--- src/rtl/usb_ep_pkg.sv ---
package usb_ep_pkg;
  localparam int NUM_EP  = 3;
  localparam int DATA_W  = 8;
  localparam int SEL_W   = 3;
  localparam int CNT_W   = 4;
  localparam int ADDR_W  = 7;
  localparam int CTL_W   = 5;

  // bit positions inside a transmit configuration byte
  localparam int TX_BIT_AUX   = 4;
  localparam int TX_BIT_STALL = 5;
  localparam int TX_BIT_TOG   = 6;
  localparam int TX_BIT_INRDY = 7;

  typedef enum logic [SEL_W-1:0] {
    SEL_TX0    = 3'd0,
    SEL_TX1    = 3'd1,
    SEL_TX2    = 3'd2,
    SEL_RXSTAT = 3'd3,
    SEL_ADDR   = 3'd4,
    SEL_BUSCTL = 3'd5,
    SEL_IRQ    = 3'd6,
    SEL_NONE   = 3'd7
  } reg_sel_e;

  // a bit that the controller may only clear: it survives where the write has a 1
  function automatic logic [NUM_EP-1:0] clear_only(input logic [NUM_EP-1:0] cur,
                                                   input logic [NUM_EP-1:0] wmask);
    return cur & wmask;
  endfunction

  function automatic logic any_pending(input logic [NUM_EP-1:0] flags,
                                       input logic [NUM_EP-1:0] ens);
    return |(flags & ens);
  endfunction
endpackage

--- src/rtl/ep_txcfg_reg.sv ---
module ep_txcfg_reg
  import usb_ep_pkg::*;
#(
  parameter bit IS_CTRL = 1'b0
) (
  input  logic              clk,
  input  logic              rst_n,
  input  logic              wr_en,
  input  logic [DATA_W-1:0] wdata,
  input  logic              setup_evt,
  input  logic              ack_evt,
  input  logic              err_evt,
  input  logic              bus_rst,
  output logic [DATA_W-1:0] q
);
  logic [DATA_W-1:0] nxt;

  always_comb begin
    nxt = wr_en ? wdata : q;
    if (setup_evt) nxt[TX_BIT_STALL] = 1'b0;
    if (IS_CTRL) begin
      if (setup_evt) nxt[TX_BIT_INRDY] = 1'b0;
      if (err_evt)   nxt[TX_BIT_AUX]   = 1'b1;
    end else begin
      if (ack_evt)   nxt[TX_BIT_INRDY] = 1'b0;
    end
    if (bus_rst) begin
      nxt[TX_BIT_STALL] = 1'b0;
      nxt[TX_BIT_INRDY] = 1'b0;
    end
  end

  always_ff @(posedge clk or negedge rst_n) begin
    if (!rst_n) q <= '0;
    else        q <= nxt;
  end
endmodule

--- src/rtl/usb_dev_regs.sv ---
module usb_dev_regs
  import usb_ep_pkg::*;
(
  input  logic              clk,
  input  logic              rst_n,
  input  logic [DATA_W-1:0] wdata,
  input  logic              wr_rx,
  input  logic              wr_addr,
  input  logic              wr_ctl,
  input  logic              setup_evt,
  input  logic              out_evt,
  input  logic              in_evt,
  input  logic              rx_toggle,
  input  logic [CNT_W-1:0]  rx_count,
  input  logic              activity,
  input  logic              bus_rst,
  output logic [DATA_W-1:0] rxstat_q,
  output logic [ADDR_W-1:0] addr_q,
  output logic [CTL_W-1:0]  ctl_q
);
  logic [DATA_W-1:0] rx_nxt;
  logic [ADDR_W-1:0] addr_nxt;
  logic [CTL_W-1:0]  ctl_nxt;

  always_comb begin
    rx_nxt = wr_rx ? wdata : rxstat_q;
    if (setup_evt) rx_nxt[0] = 1'b1;
    if (out_evt)   rx_nxt[1] = 1'b1;
    if (in_evt)    rx_nxt[2] = 1'b1;
    if (setup_evt || out_evt) begin
      rx_nxt[3]   = rx_toggle;
      rx_nxt[7:4] = rx_count;
    end

    addr_nxt = wr_addr ? wdata[ADDR_W-1:0] : addr_q;
    if (bus_rst) addr_nxt = '0;

    ctl_nxt = ctl_q;
    if (wr_ctl) begin
      ctl_nxt[CTL_W-1:1] = wdata[CTL_W-1:1];
      ctl_nxt[0]         = ctl_q[0] & wdata[0];
    end
    if (activity) ctl_nxt[0] = 1'b1;
  end

  always_ff @(posedge clk or negedge rst_n) begin
    if (!rst_n) begin
      rxstat_q <= '0;
      addr_q   <= '0;
      ctl_q    <= '0;
    end else begin
      rxstat_q <= rx_nxt;
      addr_q   <= addr_nxt;
      ctl_q    <= ctl_nxt;
    end
  end
endmodule

--- src/rtl/ep_irq_unit.sv ---
module ep_irq_unit
  import usb_ep_pkg::*;
(
  input  logic              clk,
  input  logic              rst_n,
  input  logic              wr_en,
  input  logic [DATA_W-1:0] wdata,
  input  logic [NUM_EP-1:0] done,
  input  logic              bus_rst,
  output logic [NUM_EP-1:0] flags_q,
  output logic [NUM_EP-1:0] ens_q,
  output logic              irq
);
  logic [NUM_EP-1:0] flags_nxt;
  logic [NUM_EP-1:0] ens_nxt;

  always_comb begin
    flags_nxt = wr_en ? clear_only(flags_q, wdata[NUM_EP-1:0]) : flags_q;
    ens_nxt   = wr_en ? wdata[4 +: NUM_EP] : ens_q;
    flags_nxt = flags_nxt | done;
    if (bus_rst) flags_nxt = '0;
  end

  always_ff @(posedge clk or negedge rst_n) begin
    if (!rst_n) begin
      flags_q <= '0;
      ens_q   <= '0;
    end else begin
      flags_q <= flags_nxt;
      ens_q   <= ens_nxt;
    end
  end

  assign irq = any_pending(flags_q, ens_q);
endmodule

--- src/rtl/usb_ep_regbank.sv ---
module usb_ep_regbank
  import usb_ep_pkg::*;
(
  input  logic              clk,
  input  logic              rst_n,
  input  logic [SEL_W-1:0]  cpu_sel,
  input  logic              cpu_wr,
  input  logic [DATA_W-1:0] cpu_wdata,
  output logic [DATA_W-1:0] cpu_rdata,
  input  logic              sie_setup,
  input  logic              sie_out,
  input  logic              sie_in,
  input  logic              sie_rx_toggle,
  input  logic [CNT_W-1:0]  sie_rx_count,
  input  logic [NUM_EP-1:0] sie_ack,
  input  logic              sie_data_err,
  input  logic              sie_activity,
  input  logic              sie_bus_reset,
  input  logic [NUM_EP-1:0] sie_done,
  output logic [ADDR_W-1:0] dev_addr,
  output logic              force_k,
  output logic              force_j,
  output logic              ep_irq
);
  logic [DATA_W-1:0] tx_q [NUM_EP];
  logic [NUM_EP-1:0] tx_wr;
  logic [NUM_EP-1:0] stall_vec;
  logic [NUM_EP-1:0] inrdy_vec;
  logic [DATA_W-1:0] rxstat_q;
  logic [CTL_W-1:0]  ctl_q;
  logic [NUM_EP-1:0] irq_flags;
  logic [NUM_EP-1:0] irq_ens;
  logic              irq_wr;
  logic              busact;

  assign irq_wr = cpu_wr && (cpu_sel == SEL_IRQ);

  genvar gi;
  generate
    for (gi = 0; gi < NUM_EP; gi++) begin : g_ep
      assign tx_wr[gi] = cpu_wr && (cpu_sel == SEL_W'(gi));
      ep_txcfg_reg #(.IS_CTRL(gi == 0)) u_tx (
        .clk       (clk),
        .rst_n     (rst_n),
        .wr_en     (tx_wr[gi]),
        .wdata     (cpu_wdata),
        .setup_evt (sie_setup),
        .ack_evt   (sie_ack[gi]),
        .err_evt   (sie_data_err),
        .bus_rst   (sie_bus_reset),
        .q         (tx_q[gi])
      );
      assign stall_vec[gi] = tx_q[gi][TX_BIT_STALL];
      assign inrdy_vec[gi] = tx_q[gi][TX_BIT_INRDY];
    end
  endgenerate

  usb_dev_regs u_dev (
    .clk       (clk),
    .rst_n     (rst_n),
    .wdata     (cpu_wdata),
    .wr_rx     (cpu_wr && (cpu_sel == SEL_RXSTAT)),
    .wr_addr   (cpu_wr && (cpu_sel == SEL_ADDR)),
    .wr_ctl    (cpu_wr && (cpu_sel == SEL_BUSCTL)),
    .setup_evt (sie_setup),
    .out_evt   (sie_out),
    .in_evt    (sie_in),
    .rx_toggle (sie_rx_toggle),
    .rx_count  (sie_rx_count),
    .activity  (sie_activity),
    .bus_rst   (sie_bus_reset),
    .rxstat_q  (rxstat_q),
    .addr_q    (dev_addr),
    .ctl_q     (ctl_q)
  );

  ep_irq_unit u_irq (
    .clk     (clk),
    .rst_n   (rst_n),
    .wr_en   (irq_wr),
    .wdata   (cpu_wdata),
    .done    (sie_done),
    .bus_rst (sie_bus_reset),
    .flags_q (irq_flags),
    .ens_q   (irq_ens),
    .irq     (ep_irq)
  );

  assign busact  = ctl_q[0];
  assign force_k = ctl_q[1];
  assign force_j = ctl_q[2];

  always_comb begin
    unique case (cpu_sel)
      SEL_TX0:    cpu_rdata = tx_q[0];
      SEL_TX1:    cpu_rdata = tx_q[1];
      SEL_TX2:    cpu_rdata = tx_q[2];
      SEL_RXSTAT: cpu_rdata = rxstat_q;
      SEL_ADDR:   cpu_rdata = {1'b0, dev_addr};
      SEL_BUSCTL: cpu_rdata = {3'b000, ctl_q};
      SEL_IRQ:    cpu_rdata = {1'b0, irq_ens, 1'b0, irq_flags};
      default:    cpu_rdata = '0;
    endcase
  end
endmodule

--- config.mk ---
export PLATFORM = sky130hd
export DESIGN_NAME = usb_ep_regbank
export DESIGN_NICKNAME = d
export VERILOG_FILES = /design/src/rtl/usb_ep_pkg.sv /design/src/rtl/ep_txcfg_reg.sv /design/src/rtl/usb_dev_regs.sv /design/src/rtl/ep_irq_unit.sv /design/src/rtl/usb_ep_regbank.sv
export SDC_FILE = /design/constraint.sdc
export NUM_CORES = 1
export LEC_CHECK = 0
export BUFFER_PORTS_ARGS = -buffer_cell sky130_fd_sc_hd__buf_2
export CORE_UTILIZATION = 25
export CTS_CLUSTER_DIAMETER = 80
export DETAILED_ROUTE_END_ITERATION = 16
export GPL_ROUTABILITY_DRIVEN = 0
export PLACE_DENSITY = 0.4
export SLEW_MARGIN = 20
export SYNTH_ARGS = -nofsm -noshare
export SYNTH_HDL_FRONTEND = slang
export SYNTH_SLANG_ARGS = --single-unit
export TNS_END_PERCENT = 20
--- constraint.sdc ---
create_clock -name clk -period 1.75 [get_ports clk]
set_clock_uncertainty 0.2 [all_clocks]
set_input_delay 0.35 -clock clk [delete_from_list [all_inputs] [get_ports clk]]
set_output_delay 0.35 -clock clk [all_outputs]
set_load 0.005 [all_outputs]
; ---- Word level (Yosys, flattened, before mapping)
; Cells that the tools add are included.
[word_totals]
elab_cells = 78
input_bits = 31
reg_bits = 50
output_inout_bits = 18
[op_classes]
reduce_logical = 22
n_mux = 28
eq_ne = 6
n_bitwise = 4
[op_table]
columns = operator, count
row1 = 8-bit one-hot mux with 7 select lines, 1
row2 = 8-bit two-way mux, 4
row3 = 1-bit two-way mux, 18
row4 = 3-bit nonzero test, 5
row5 = 7-bit two-way mux, 2
row6 = 2-bit nonzero test, 7
row7 = 3-bit equality test (second input constant), 3
row8 = 1-bit logical AND, 7
row9 = 3-bit AND, 2
row10 = 3-bit by 2-bit equality test with 1-bit output (second input constant), 2
row11 = 3-bit two-way mux, 2
row12 = 5-bit two-way mux, 1
row13 = 3-bit by 1-bit equality test with 1-bit output (second input constant), 1
row14 = 3-bit logical NOT, 1
row15 = 3-bit bitwise OR, 1
row16 = 3-bit OR reduction, 1
row17 = 1-bit AND, 1
row18 = 1-bit logical OR, 1

; ---- Depth between registers and ports, before layout
; Gate-level depths: netlist of run 1.
[logic_depth]
ltp_word = 5
depth_mapped = 5

; ---- Hierarchy
; Synthesis of run 1 repeated with hierarchy kept, for this count alone.
[hier_totals]
hier_cells = 210
hier_area_um2 = 2573.7
[modules_own_cells]
columns = mod, instances, area_per_inst_um2, seq_area_each_um2, cells_each
row1 = usb_dev_regs, 1, 832.0, 500.5, 64
row2 = ep_txcfg_reg (g_ep[1].u_tx ...), 2, 309.0, 200.2, 19
row3 = usb_ep_regbank, 1, 531.8, 0.0, 68
row4 = ep_txcfg_reg (g_ep[0].u_tx), 1, 315.3, 200.2, 20
row5 = ep_irq_unit, 1, 276.5, 150.1, 20

; ---- Worst setup path before layout of run 1
; OpenSTA, ideal clock, no wires.
[synth_timing]
path_type = input to output
startpoint = input cpu_sel[1]
endpoint = output cpu_rdata[5]
path_stages = 4
path_slack_ps = -57
t_arrival_ps = 1257
required_ps = 1200
cell_sequence = buf_2 buf_2 mux4_2 mux2_2
[synth_via]
elab_chain_len = 2
[synth_lines]
columns = element, line_no
row1 = start: declaration, usb_ep_regbank.sv:6  ; input logic [SEL_W-1:0] cpu_sel,
row2 = "3-bit equality test, or another cell as far along", usb_ep_regbank.sv:94  ; unique case (cpu_sel)
row3 = 8-bit one-hot mux with 7 select lines (*), usb_ep_regbank.sv:94
row4 = end: declaration, usb_ep_regbank.sv:9  ; output logic [DATA_W-1:0] cpu_rdata,
; Mark *: on every way between the ends. The rest lies on a longest branch, timed or not.

; ---- Worst setup path in the final report of run 1
[layout_timing]
startpoint = register u_dev.rxstat_q[5]
endpoint = output cpu_rdata[5]
[layout_via]
elab_chain_len = 1
[layout_lines]
columns = element, line_no
row1 = start: declaration, usb_dev_regs.sv:17  ; output logic [DATA_W-1:0] rxstat_q,
row2 = start signal: assignment, usb_dev_regs.sv:52  ; rxstat_q <= rx_nxt;
row3 = 8-bit one-hot mux with 7 select lines, usb_ep_regbank.sv:94
; Every way passes these cells.

==> reports/metrics.yaml, run 1 <==
wl_um: 7260
combinationalPowerShare_pct: 21.4
drive_above_1_share_pct: 46.8
slew_viol_final: 0
synth_edf_count: 0
num-nets-final: 325
ioPinCount: 49
synth_compound_area_share_pct: 8.15
switching_share_pct: 26.6
powerDensity_mw_per_mm2: 812
reg2reg_depth: 2
chipHeight_um: 102
cts_max_path_buffers: 2
grt_max_degree: 51
area.growth.synth_to_final_pct: 35.6
synth-async-reset-ratio_pct: 100
intPower_uw: 2040
layout_common_cells: "50 x dfrtp_1, 43 x buf_2, 32 x buf_4, 28 x mux2i_1, 27 x mux2_2"
grt_pass1_wl_um: 11700
cts_made_buffers: 5
min_path_cells: 2
first_iter_violations: 59
wl_per_cell_um: 17.0
start_kind: "flip-flop"
power_uw: 2770
cts_root_buf: "clkbuf_8"
antenna_found_initial: 0
synth_top_area_share_pct: 49.7
yosysSeqAreaShare_pct: 49.7
synth-xor-area-share_pct: 0
peakVddDrop_v: 0.000342
ys_seq_elements: 50
htree_levels: 2
final.min_clock_period_ns: 2.10
cts_num_sinks: 50
yosys.area_share.simple_pct: 11.2
max_cap_viol_count: 0
gr-usage-all-layers_pct: 15.3
syn_area_per_cell_um2: 11.8
fin_crit_sh_pct: 120
synth_fp_nets: 244
p_sw_uw: 737
dr.pass1.iters: 4
io_buffers: 47
synth_mux_area_share_pct: 26.8
setup_ws_ns: -0.354
synthAdderAreaFrac_pct: 0
outcome: "finished with violations"
worst_hold_path_type: "in -> reg"
start_util_pct: 25.8
synth_warnings: 0
design.core.area_mm2: 0.00977
vias: 1933
violations: "setup timing"
place_ws_ns: -0.331
diodes: 0
overflow: 0
synthTopCellsByArea: "dfrtp_1 50%, mux2_2 14%, mux2i_1 11%"
synth_top_flop_cell: "dfrtp_1"
die_area_mm2: 0.0105
seqPwrFrac_pct: 49.8
synth_cells: 213
synth_top_family_by_area: "multiplexers"
synth_area_mm2: 0.00252
worst_pin_slew_ns: 0.398
hold_viol_final: 0
post-dp-hpwl_um: 5290
drc: 0
critPathMaxFanout: 2
slew_headroom_pct: 73.4
netlist.top_cell.by_area: "dfrtp_1"
cts_tree: "done"
fmax_mhz: 475
clkPwrFrac_pct: 28.8
ant_nets: 0
end_kind: "output pin"
grt_pass1_vias: 2064
final_common_cell: "dfrtp_1"
std_cell_rows: 36
clkTransAtPathRegs_ns: 0.10
viasPerCell: 4.52
synth_cell_types: 30
rsz0062_at_grt: "true"
leakagePower_uw: 0.00158
cts_setup_buffers: 0
arrival_ns: 1.55
setup_viol: 9
worstSkewPairLatency_ns: 0.30
crit_required_ns: 1.20
fp.dieW_um: 102
worstSetupPathType: "reg -> out"
==> worst paths after layout <==
check / end / slack (ns) / start
max: cpu_rdata[5] / -0.35 / u_dev.rxstat_q[5]
min: u_dev.ctl_q[0] / 0.03 / sie_activity
max reg2reg: g_ep[0].u_tx.q[4] / 0.67 / g_ep[0].u_tx.q[4]
min reg2reg: g_ep[1].u_tx.q[3] / 0.31 / g_ep[1].u_tx.q[3]
max in group asynchronous: g_ep[1].u_tx.q[3] / 0.75 / rst_n
min in group asynchronous: u_dev.rxstat_q[5] / 0.37 / rst_n
==> critical path: stages, from the launching register on <==
cell and delay (ns):
dfrtp_1 0.39, mux4_2 0.46, mux2_4 0.29, buf_6 0.11
==> flip-flops by register name (all words and copies together), names as in the netlist <==
name,flops
g_ep.u_tx.q,24
u_dev.ctl_q,5
u_irq.flags_q,3
u_irq.ens_q,3
u_dev.rxstat_q,8
u_dev.addr_q,7
==> power by group through the flow <==
stage	Clock [uW]	Sequential (uW)	Combinational [uW]
6_report	799	1380	593
2_1_floorplan	0	1380	324
3_3_place_gp	0	1400	555
4_1_cts	830	1380	592
3_5_place_dp	0	1400	557
5_1_grt	889	1400	655
==> metrics by stage <==
| stage | instances | TNS [ns] | utilization (%) | area (um2) | hold slack (ns) |
|---|---|---|---|---|---|
| after floorplan | 213 | 0 | - | 2540 | -0.146 |
| final | 428 | -1.45 | 34.9 | 3410 | 0.0256 |
| after global routing | 428 | -2.21 | 34.9 | 3410 | 0.0312 |
| after global placement | 417 | -9.05 | 32.6 | 3190 | 0.171 |
| after detailed placement | 417 | -8.95 | 32.6 | 3190 | 0.168 |
| after CTS | 428 | -1.71 | 34.7 | 3390 | 0.0253 |
==> cells in the mapped netlist, types with 4 or more instances <==
master,count
nor2_1,18
inv_1,7
nor2b_1,7
dfrtp_1,50
mux2_2,31
a21oi_1,8
buf_2,6
buf_4,4
nor3_1,6
o21ai_0,6
a211o_1,4
nand2_1,9
mux2i_1,28
==> metal layers <==
| metal | track usage (%) | vias to the layer above | part of all wire [%] |
|---|---|---|---|
| met2 | 24.7 | 35 | 47 |
| met1 | 21.4 | 969 | 49 |
| li1 | - | 922 | - |
| met3 | 2.74 | 7 | 3.1 |
| met4 | 3.30 | 0 | 0.96 |
| met5 | 0 | - | 0 |
==> cell families after synthesis <==
group                  count (synthesis)
muxes                                 61
and+or+nand+nor                       51
DFF                                   50
AOI/OAI and AO/OA                     31
buffers and inverters                 20
==> cell type report <==
cell class                 instances  area, um2
sequential                        50       1250
multi-input combinational        143       1240
fill                            1025       6360
tap                              133        166
inverter                           7       26.3
clock buffer                       8        110
timing repair buffer              87        622
==> repair_timing <==
| action | in CTS | in global routing |
|---|---|---|
| gates resized for setup | 17 | 4 |
| hold buffers | 3 | 0 |
| setup endpoints to repair | 9 | 9 |
| hold endpoints to repair | 52 | 0 |
| pin swaps | 6 | 2 |
No activity file was read; power rests on OpenSTA's default activity.
==> run 2, diff against run 1 <==
PLACE_DENSITY = 0.38   (was 0.4)
clock period = 2.11 ns   (was 1.75 ns; I/O delays follow)
==> run 2 against run 1 <==
  * The flow still finishes with violations (setup timing)
  * Die area is the same
  * Sequential power shrank 17%
  * Clock power shrank 14%
  * Worst hold slack gained 0.035 ns
  * Sequential share of layout area grew 1.2 points
  * Via count shrank 4.0%
  * Count of clock-buffer cells in the layout shrank 1
  * Sequential cell count is the same
  * First-iteration DRC count grew 19%
  * Setup slack gained 0.30 ns
  * Largest cell class unchanged
==> reports/metrics.yaml, run 2 (synthesis results as in run 1) <==
cts_root_buf: "clkbuf_8"
die_area_mm2: 0.0105
num-nets-final: 319
worst_pin_slew_ns: 0.482
area.sequential_mm2: 0.00125
fp.dieW_um: 102
max_cap_viol_count: 0
first_iter_violations: 70
drive_above_1_share_pct: 44.3
std_cell_rows: 36
violations: "setup timing"
cts_max_path_buffers: 2
gr-usage-all-layers_pct: 14.4
end_kind: "output pin"
drc: 0
overflow: 0
viasPerCell: 4.40
vias: 1855
ant_nets: 0
slew_viol_final: 0
setup_tns_ns: -0.0582
grt_max_degree: 51
use_met3_pct: 2.74
slew_headroom_pct: 67.7
fin_crit_sh_pct: 103
powerDensity_mw_per_mm2: 692
power_uw: 2290
use_met2_pct: 21.8
wl_um: 7090
grt_pass1_vias: 1876
final.min_clock_period_ns: 2.17
ioPinCount: 49
dr.pass1.iters: 5
design.core.area_mm2: 0.00977
top_regs: "g_ep.u_tx.q x24, u_dev.rxstat_q x8, u_dev.addr_q x7"
cts_num_sinks: 50
rrSetupSlack_ns: 1.04
largest_reg_flops: 24
critPathMaxFanout: 2
setup_viol: 1
htree_levels: 2
regMostFlops: "g_ep.u_tx.q"
setup_ws_ns: -0.0582
crit_chain: "mux4_2, mux2_2, buf_2"
hold_viol_final: 0
rsz0062_at_grt: "true"
grt_pass1_wl_um: 10800
antenna_found_initial: 0
diodes: 0
chipHeight_um: 102
fmax_mhz: 461
cp_slowest_stage_delay_ns: 0.45
grt.met1_usage_pct: 20.9
cts_made_buffers: 5
start_util_pct: 25.8
io_buffers: 47
fill_cells: 1014
top_usage_layer: "met2"
worst_hold_path_type: "in -> reg"
final_common_cell: "dfrtp_1"
post-dp-hpwl_um: 5030
start_kind: "flip-flop"
layout_common_cells: "50 x dfrtp_1, 44 x buf_2, 31 x mux2_2, 29 x buf_4, 28 x mux2i_1"
arrival_ns: 1.55
hold_slack_ns: 0.0607
cp_slowest_cell: "mux4_2"
leakagePower_uw: 0.00153
wl_per_cell_um: 16.8
outcome: "finished with violations"
area.growth.synth_to_final_pct: 31.3
worstSkewPairLatency_ns: 0.31
clkTransAtPathRegs_ns: 0.10
cts_tree: "done"
worstSetupPathType: "reg -> out"
crit_required_ns: 1.49
multi_input_area_mm2: 0.00119
peakVddDrop_v: 0.000257
## run 2: repair_timing
item | 4_1_cts | 5_1_grt
setup endpoints to repair | 7 | 5
hold buffers | 1 | 0
buffers inserted | 0 | 1
cloned | 0 | 0
hold endpoints to repair | 50 | 0
resized for setup | 5 | 3
## run 2: report_power, final
| group | switching (uW) | total (uW) | internal (uW) |
|---|---|---|---|
| combinational | 200 | 459 | 259 |
| sequential | 65.8 | 1140 | 1080 |
| clock | 333 | 689 | 356 |
## run 2: routing by layer
metal	up-vias	wire length, um
li1	911	-
met1	895	3590
met2	41	3160
met3	8	266
met4	0	71
met5	-	0
## run 2: final timing paths
check,cells after the start,end,from
setup / recovery,3,cpu_rdata[5],u_dev.rxstat_q[5]
hold / removal,2,g_ep[2].u_tx.q[7],sie_ack[2]
setup reg to reg,2,g_ep[0].u_tx.q[4],g_ep[0].u_tx.q[4]
hold reg to reg,1,u_dev.rxstat_q[0],u_dev.rxstat_q[0]
max in group asynchronous,3,g_ep[0].u_tx.q[5],rst_n
min in group asynchronous,3,u_dev.addr_q[2],rst_n
## run 2: stage by stage
| step | setup WS [ns] | util (%) | std cells | instance area [um2] |
|---|---|---|---|---|
| floorplan | 0.159 | - | 213 | 2520 |
| global placement | -0.114 | 32.3 | 412 | 3160 |
| detailed placement | -0.103 | 32.3 | 412 | 3160 |
| CTS | -0.0827 | 33.7 | 421 | 3290 |
| global route | -0.120 | 33.8 | 422 | 3310 |
| finish | -0.0582 | 33.8 | 422 | 3310 |
## run 2: worst max-delay path: cells and delay by family (launching register included)
family	cells	cell delay [ns]
mux	2	0.72
buf+inv	1	0.13
flops	1	0.39
## run 2: layout make-up
type | count | share of cell area [%]
flip-flops and latches | 50 | 37.8
multi-input cells | 143 | 35.9
repair buffers | 81 | 17.2
well taps | 133 | 5.03
clock buffers | 7 | 2.31
clock inverters | 1 | 0.908
inverters | 7 | 0.794
==> run 3, diff against run 2 <==
PLACE_DENSITY = 0.4   (was 0.38)
clock period = 1.95 ns   (was 2.11 ns; I/O delays follow)
==> run 3 against run 2 <==
  * The run still ends with setup timing left
  * Sequential power up 9%
  * Die area stayed put
  * Largest power group unchanged
  * First-iteration DRC count down 44%
  * Via count is 2.5% higher
  * Largest cell class unchanged
  * Power increased by 5.1%
  * Wire length down 1.4%
  * Sequential share of layout area is 0.42 points lower
  * Critical path depth unchanged
  * Setup slack worse by 0.14 ns
==> reports/metrics.yaml, run 3 (synthesis results as in run 1) <==
outcome: "finished with violations"
violations: "setup timing"
place_inst: 416
grt_pass1_vias: 2016
cts_num_sinks: 50
design.core.area_mm2: 0.00977
hold_viol_final: 0
vias: 1901
setup_ws_ns: -0.199
drc: 0
crit_required_ns: 1.36
worstSkewPairLatency_ns: 0.31
regMostFlops: "g_ep.u_tx.q"
end_kind: "output pin"
top_regs: "g_ep.u_tx.q x24, u_dev.rxstat_q x8, u_dev.addr_q x7"
htree_levels: 2
fin_crit_sh_pct: 110
chipHeight_um: 102
num-nets-final: 323
overflow: 0
cts_made_buffers: 5
power_uw: 2410
first_iter_violations: 39
rrSetupSlack_ns: 0.88
fill_cells: 1021
fmax_mhz: 465
r2r_start: "g_ep[0].u_tx.q[4]"
worst_pin_slew_ns: 0.472
ioPinCount: 49
ant_nets: 0
start_kind: "flip-flop"
cp-startpoint: "u_dev.rxstat_q[5]"
arrival_ns: 1.56
critPathMaxFanout: 2
worst_hold_path_type: "in -> reg"
setup_viol: 4
cp-endpoint: "cpu_rdata[5]"
worstSetupPathType: "reg -> out"
multi_input_area_mm2: 0.00123
slew_viol_final: 0
die_area_mm2: 0.0105
max_cap_viol_count: 0
cts_root_buf: "clkbuf_8"
final_cells: 426
powerDensity_mw_per_mm2: 719
grt_max_degree: 33
grt_pass1_wl_um: 11300
cts_max_path_buffers: 2
std_cell_rows: 36
viasPerCell: 4.46
start_util_pct: 25.8
r2r-end: "g_ep[0].u_tx.q[4]"
gr-usage-all-layers_pct: 14.8
antenna_found_initial: 0
final.min_clock_period_ns: 2.15
leakagePower_uw: 0.00155
area.sequential_mm2: 0.00125
fp.dieW_um: 102
wl_per_cell_um: 16.4
peakVddDrop_v: 0.000298
reg2reg_depth: 2
rsz0062_at_grt: "true"
cts_tree: "done"
layout_common_cells: "50 x dfrtp_1, 44 x buf_2, 34 x buf_4, 28 x mux2_2, 28 x mux2i_1"
clkTransAtPathRegs_ns: 0.10
area.growth.synth_to_final_pct: 32.8
wl_um: 6990
post-dp-hpwl_um: 5310
drive_above_1_share_pct: 47.8
diodes: 0
io_buffers: 47
slew_headroom_pct: 68.1
largest_reg_flops: 24
final_common_cell: "dfrtp_1"
dr.pass1.iters: 4
-- run 3: final cells by class --
| cell class | instances | share of cell area (%) |
|---|---|---|
| clock buffers | 6 | 2.47 |
| clock inverters | 2 | 0.374 |
| inverters | 7 | 0.785 |
| multi-input cells | 143 | 36.7 |
| flip-flops and latches | 50 | 37.4 |
| well taps | 133 | 4.97 |
| repair buffers | 85 | 17.3 |
-- run 3: how the worst min path moves through the flow --
stage          cells after the start  slack (ns)                 to  startpoint
2_1_floorplan                      0       -0.11  g_ep[0].u_tx.q[0]       rst_n
3_3_place_gp                       1        0.19  u_dev.rxstat_q[5]       rst_n
3_5_place_dp                       1        0.19  u_dev.rxstat_q[5]       rst_n
4_1_cts                            2        0.01  g_ep[1].u_tx.q[7]  sie_ack[1]
5_1_grt                            2       0.001  g_ep[1].u_tx.q[7]  sie_ack[1]
6_report                           2        0.02  g_ep[1].u_tx.q[7]  sie_ack[1]
-- run 3: repair_timing --
action	in CTS	in global routing
setup buffers	0	1
endpoints found under the hold margin	18	0
pin swaps	9	2
gates resized for setup	11	7
setup endpoints to repair	9	9
hold buffers	1	0
-- run 3: power breakdown --
group	switching, uW	internal [uW]	leakage, uW	total, uW
clock	369	286	0.0000472	655
sequential	72.6	1160	0.000610	1240
combinational	221	292	0.000893	513
total	663	1740	0.00155	2410
-- run 3: routing by layer --
metal	part of all wire [%]	routed length [um]	vias up	global-route usage [%]
li1	-	-	923	-
met1	51	3550	937	20.8
met2	45	3170	36	23.3
met4	0.90	63	0	3.96
met5	0	0	-	0
met3	2.9	202	5	2.60
-- run 3: per-stage QoR --
step / area, um2 / utilization (%) / hold WS [ns] / setup slack (ns) / setup TNS, ns
2_1_floorplan: 2520 / - / -0.106 / 0.0631 / 0
3_3_place_gp: 3160 / 32.3 / 0.190 / -0.267 / -3.16
3_5_place_dp: 3160 / 32.3 / 0.187 / -0.267 / -2.98
4_1_cts: 3310 / 33.8 / 0.00961 / -0.215 / -0.398
5_1_grt: 3350 / 34.2 / 0.00108 / -0.265 / -0.824
6_report: 3350 / 34.2 / 0.0216 / -0.199 / -0.316
-- run 3: worst max-delay path, stage by stage (launching register included) --
cell and delay [ns]:
dfrtp_1 0.40, mux4_2 0.46, mux2_2 0.27, buf_2 0.13
